`src/rtl/xbus_cycle_ctl.sv`:
```
module xbus_cycle_ctl #(
  parameter int AW    = 16,
  parameter int BLK_W = 4
) (
  input  logic          clk,
  input  logic          rst_n,
  input  logic          req_valid,
  output logic          req_ready,
  input  logic          req_is_data,
  input  logic          req_write,
  input  logic          req_flow,
  input  logic [AW-1:0] req_addr,
  input  logic [AW-1:0] req_wdata,
  input  logic          cfg_bus8,
  input  logic          wait_in,
  output logic          ale,
  output logic          rd_stb,
  output logic          wr_stb,
  output logic [BLK_W-1:0] addr_lo,
  output logic [AW-1:0] bus_out,
  output logic          bus_oe,
  input  logic [AW-1:0] bus_in,
  output logic [AW-1:0] rdata,
  output logic          done
);
  localparam int HW   = AW / 2;
  localparam int HI_W = AW - BLK_W;

  typedef enum logic [1:0] {S_IDLE, S_ALE, S_STRB, S_HOLD} state_t;

  state_t          state_q;
  logic [AW-1:0]   addr_q, wdata_q, rdata_q;
  logic            data_q, wr_q, bus8_q, byte_q;
  logic            lat_valid_q;
  logic [HI_W-1:0] lat_blk_q;

  wire [AW-1:0] cur_addr = {addr_q[AW-1:1], byte_q};
  wire          last     = !bus8_q || byte_q;
  wire          hit      = lat_valid_q && (lat_blk_q == req_addr[AW-1:BLK_W]);
  wire          need_ale = req_is_data || req_flow || !hit;
  wire          strobe   = (state_q == S_STRB);

  assign req_ready = (state_q == S_IDLE);
  assign ale       = (state_q == S_ALE);
  assign rd_stb    = strobe && !wr_q;
  assign wr_stb    = strobe && wr_q;
  assign done      = (state_q == S_HOLD) && last;
  assign addr_lo   = cur_addr[BLK_W-1:0];
  assign bus_oe    = ale || wr_stb;
  assign rdata     = rdata_q;

  always_comb begin
    bus_out = '0;
    if (ale)
      bus_out = cur_addr;
    else if (wr_stb)
      bus_out = !bus8_q ? wdata_q
              : {{(AW-HW){1'b0}}, (byte_q ? wdata_q[AW-1:HW] : wdata_q[HW-1:0])};
  end

  always_ff @(posedge clk or negedge rst_n) begin
    if (!rst_n) begin
      state_q     <= S_IDLE;
      addr_q      <= '0;
      wdata_q     <= '0;
      rdata_q     <= '0;
      data_q      <= 1'b0;
      wr_q        <= 1'b0;
      bus8_q      <= 1'b0;
      byte_q      <= 1'b0;
      lat_valid_q <= 1'b0;
      lat_blk_q   <= '0;
    end else begin
      case (state_q)
        S_IDLE: if (req_valid) begin
          addr_q  <= {req_addr[AW-1:1], 1'b0};
          wdata_q <= req_wdata;
          data_q  <= req_is_data;
          wr_q    <= req_is_data && req_write;
          bus8_q  <= cfg_bus8;
          byte_q  <= 1'b0;
          if (req_is_data || req_flow) lat_valid_q <= 1'b0;
          state_q <= need_ale ? S_ALE : S_STRB;
        end
        S_ALE: begin
          if (!data_q) begin
            lat_valid_q <= 1'b1;
            lat_blk_q   <= addr_q[AW-1:BLK_W];
          end
          state_q <= S_STRB;
        end
        S_STRB: if (!wait_in) begin
          if (!bus8_q)     rdata_q            <= bus_in;
          else if (byte_q) rdata_q[AW-1:HW]   <= bus_in[HW-1:0];
          else             rdata_q[HW-1:0]    <= bus_in[HW-1:0];
          state_q <= S_HOLD;
        end
        S_HOLD: begin
          if (last) state_q <= S_IDLE;
          else begin
            byte_q  <= 1'b1;
            state_q <= S_STRB;
          end
        end
        default: state_q <= S_IDLE;
      endcase
    end
  end
endmodule

```
`config.mk`:
```
export PLATFORM = sky130hd
export DESIGN_NAME = xbus_cycle_ctl
export DESIGN_NICKNAME = d
export VERILOG_FILES = /design/src/rtl/xbus_cycle_ctl.sv
export SDC_FILE = /design/constraint.sdc
export NUM_CORES = 1
export LEC_CHECK = 0
export BUFFER_PORTS_ARGS = -buffer_cell sky130_fd_sc_hd__buf_2
export CELL_PAD_IN_SITES_DETAIL_PLACEMENT = 1
export CELL_PAD_IN_SITES_GLOBAL_PLACEMENT = 1
export CORE_MARGIN = 2
export CORE_UTILIZATION = 23
export CTS_CLUSTER_SIZE = 14
export DETAILED_ROUTE_END_ITERATION = 10
export PLACE_DENSITY_LB_ADDON = 0.08
export SLEW_MARGIN = 10
export SYNTH_ARGS = -nofsm -noshare
export SYNTH_HDL_FRONTEND = slang
export SYNTH_SLANG_ARGS = --single-unit
```
`constraint.sdc`:
```
create_clock -name clk -period 2.53 [get_ports clk]
set_input_delay 0.1265 -clock clk [delete_from_list [all_inputs] [get_ports clk]]
set_output_delay 0.1265 -clock clk [all_outputs]
set_load 0.005 [all_outputs]
```
==> results.txt <==
PortBufs -> 96
Slew Viols, Final -> 0
part of the cycle the worst path needs -> 0.831
vias post-DR -> 2187
#FFs+latches synth -> 66
Detail Route Antenna Nets -> 0
die height -> 119 µm
clk root buf -> clkbuf_16
post-synthesis simple-gate area fraction -> 0.0665
multiplexer share of the synthesized area -> 0.269
XOR/XNOR Fraction of Synth Area -> 0.0257
antenna violations before repair -> 0
syn nets -> 292
Slew Limit Headroom -> 0.519
Tmin final -> 2.10 ns
commonest cells in the netlist -> mux2_2, dfrtp_1, nand2_1
power per cell area -> 1240 nW/µm²
DR top layer -> met4
Crit. End Element -> output port
routability cong. -> 0.687
synthesis-to-finish area growth -> 32.5%
total gr overflow -> 0
TritonCTS clock tree -> done
count leader, synth -> mux2_2
# IOs -> 98
Worst Tran Pin Value -> 0.722 ns
Synth top area share -> 0.538
fmax -> 476 MHz
Avg WL per Cell -> 16.4 µm
EDFF count, synth -> 0
Die Wd -> 119 µm
clock latency at the later pin of the worst-skew pair -> 0.34 ns
TritonRoute pass-1 iters -> 4
Core ar. -> 13100 µm²
CTS H-tree depth -> 3
Leakage -> 1.90 nW
Post-DP Area -> 3740 µm²
nets -> 392
wire length of the first global-routing pass -> 13400 µm
n_diodes -> 0
largest family of logic cells by synthesized area -> multiplexers
Die ar. -> 14300 µm²
clk_skew -> 0.00419 ns
wirelength, routed -> 8500 µm
vias in the first global route -> 2322
worst setup path class -> reg2out
1st-iter DRT viols -> 37
Main synth FF type -> dfrtp_1
CTS Sinks -> 66
ys async rst share -> 1.00
Netlist cell types -> 30
Post-DP HPWL -> 6190 µm
post-route cell area -> 4070 µm²
RSZ-0062 raised after global routing -> false
synthesized area per cell -> 13.0 µm²
sequential cell area -> 1650 µm²
layout cells sized above 1 -> 0.548
startpoint types -> flop
wire length on met3 -> 705 µm
Max Cap Violations -> 0
required time of the critical path -> 2.40 ns
setup violators final -> 0
clock buffer count from CTS -> 9
met1 WL -> 3740 µm
dpl cells -> 500
area of the multi-input gates -> 1300 µm²
WL met2 -> 3950 µm
post-cts sizing count -> 0
std cell rows -> 42
Critical Path AT -> 1.97 ns
vias per cell -> 4.23
DR DRC count -> 0
Fillers -> 1474
Final Hold Violating Endpoints -> 0
Hold Crit Class -> in2reg
TNS Setup -> 0 ns
synthesized cell area -> 3070 µm²
peak fanout along the critical path -> 11
top cells by area, synth -> dfrtp_1, mux2_2, a22o_1
YS warnings -> 0
Max VDD drop -> 476 µV
cells after synthesis -> 236
non-filler cells, final -> 517
cell taking the most area after synthesis -> dfrtp_1
Synth Area in Adders -> 0
Worst-path clk slew -> 0.05 ns
clk buf depth -> 2
status -> finished clean
largest net degree at the start of global routing -> 40
sequential fraction of the synthesis area -> 0.538
post-layout util -> 0.310
Starting Density -> 0.234
Compound-Gate Fraction of Synth Area -> 0.0628
Total GRT Usage -> 0.128
-- cell type report --
type                       instances  area share
inverter                           6     0.00554
tap                              176      0.0542
multi-input combinational        151       0.320
sequential                        66       0.406
timing repair buffer             102       0.136
clock buffer                      15      0.0708
clock inverter                     1     0.00738
-- placed cells by master, fill, tap and decap left out, types with 2 or more instances in the layout --
cell type,count
clkbuf_16,9
nand2b_1,5
nand3_1,2
nand2_1,15
clkbuf_8,4
o21ai_0,14
mux2_2,67
mux2i_1,7
a22o_1,9
a21oi_1,2
clkbuf_1,2
buf_12,2
nor2_1,7
xnor2_1,9
buf_4,3
inv_1,6
buf_2,96
dfrtp_1,66
-- critical path, stage by stage, from the launching register on --
cell and delay, ns:
dfrtp_1 0.43, nand2b_1 0.19, or2_1 0.41, nor2_1 0.16
buf_4 0.17, a22o_1 0.16, buf_2 0.12
-- where the power goes --
part	total (W)	leakage [nW]	internal, W	switching (W)
logic	0.00170	0.956	0.00100	0.000696
clock network	0.00132	0.156	0.000871	0.000450
registers	0.00200	0.786	0.00159	0.000412
total	0.00502	1.90	0.00347	0.00156
-- flip-flops by register name, summed over array words and instances (netlist names) --
signal and cells:
rdata 16, wdata_q 16, addr_q 15, lat_blk_q 12, state_q 2, bus8_q 1, byte_q 1, data_q 1
lat_valid_q 1, wr_q 1
-- worst paths after layout --
kind,start,to,slack (ns),cells after the start
max,state_q[0],bus_out[13],0.43,6
min,req_addr[1],addr_q[1],0.02,2
max reg2reg,state_q[0],rdata[14],0.78,4
min reg2reg,rdata[3],rdata[3],0.50,1
max in group asynchronous,rst_n,wdata_q[1],1.48,3
min in group asynchronous,rst_n,rdata[5],0.38,2
-- repair_timing --
| action | 4_1_cts | 5_1_grt |
|---|---|---|
| endpoints found under the hold margin | 27 | 0 |
| setup buffers | 0 | 0 |
| hold buffers | 1 | 0 |
-- routing by layer --
| metal | vias up | track usage |
|---|---|---|
| li1 | 1036 | - |
| met1 | 1068 | 0.159 |
| met2 | 71 | 0.193 |
| met3 | 12 | 0.0646 |
| met4 | 0 | 0.0397 |
| met5 | - | 0 |
-- kinds of logic (layout without fill, tap and decap cells) --
family,count (synthesis),in the layout
buffers and inverters,19,124
muxes,74,74
AOI/OAI and AO/OA,29,29
xor gates and xnor gates,9,9
and+or+nand+nor,39,39
DFF,66,66
-- stage by stage --
step / power [W] / setup WS, ns / hold slack, ns
final: 0.00502 / 0.429 / 0.0185
after global routing: 0.00542 / 0.210 / 0.00296
after CTS: 0.00516 / 0.331 / 0.00378
after detailed placement: 0.00379 / 0.711 / 0.234
after global placement: 0.00375 / 0.703 / 0.236
after floorplan: 0.00311 / 1.01 / -0.169
Note: power is estimated with default switching activity, not from simulation.
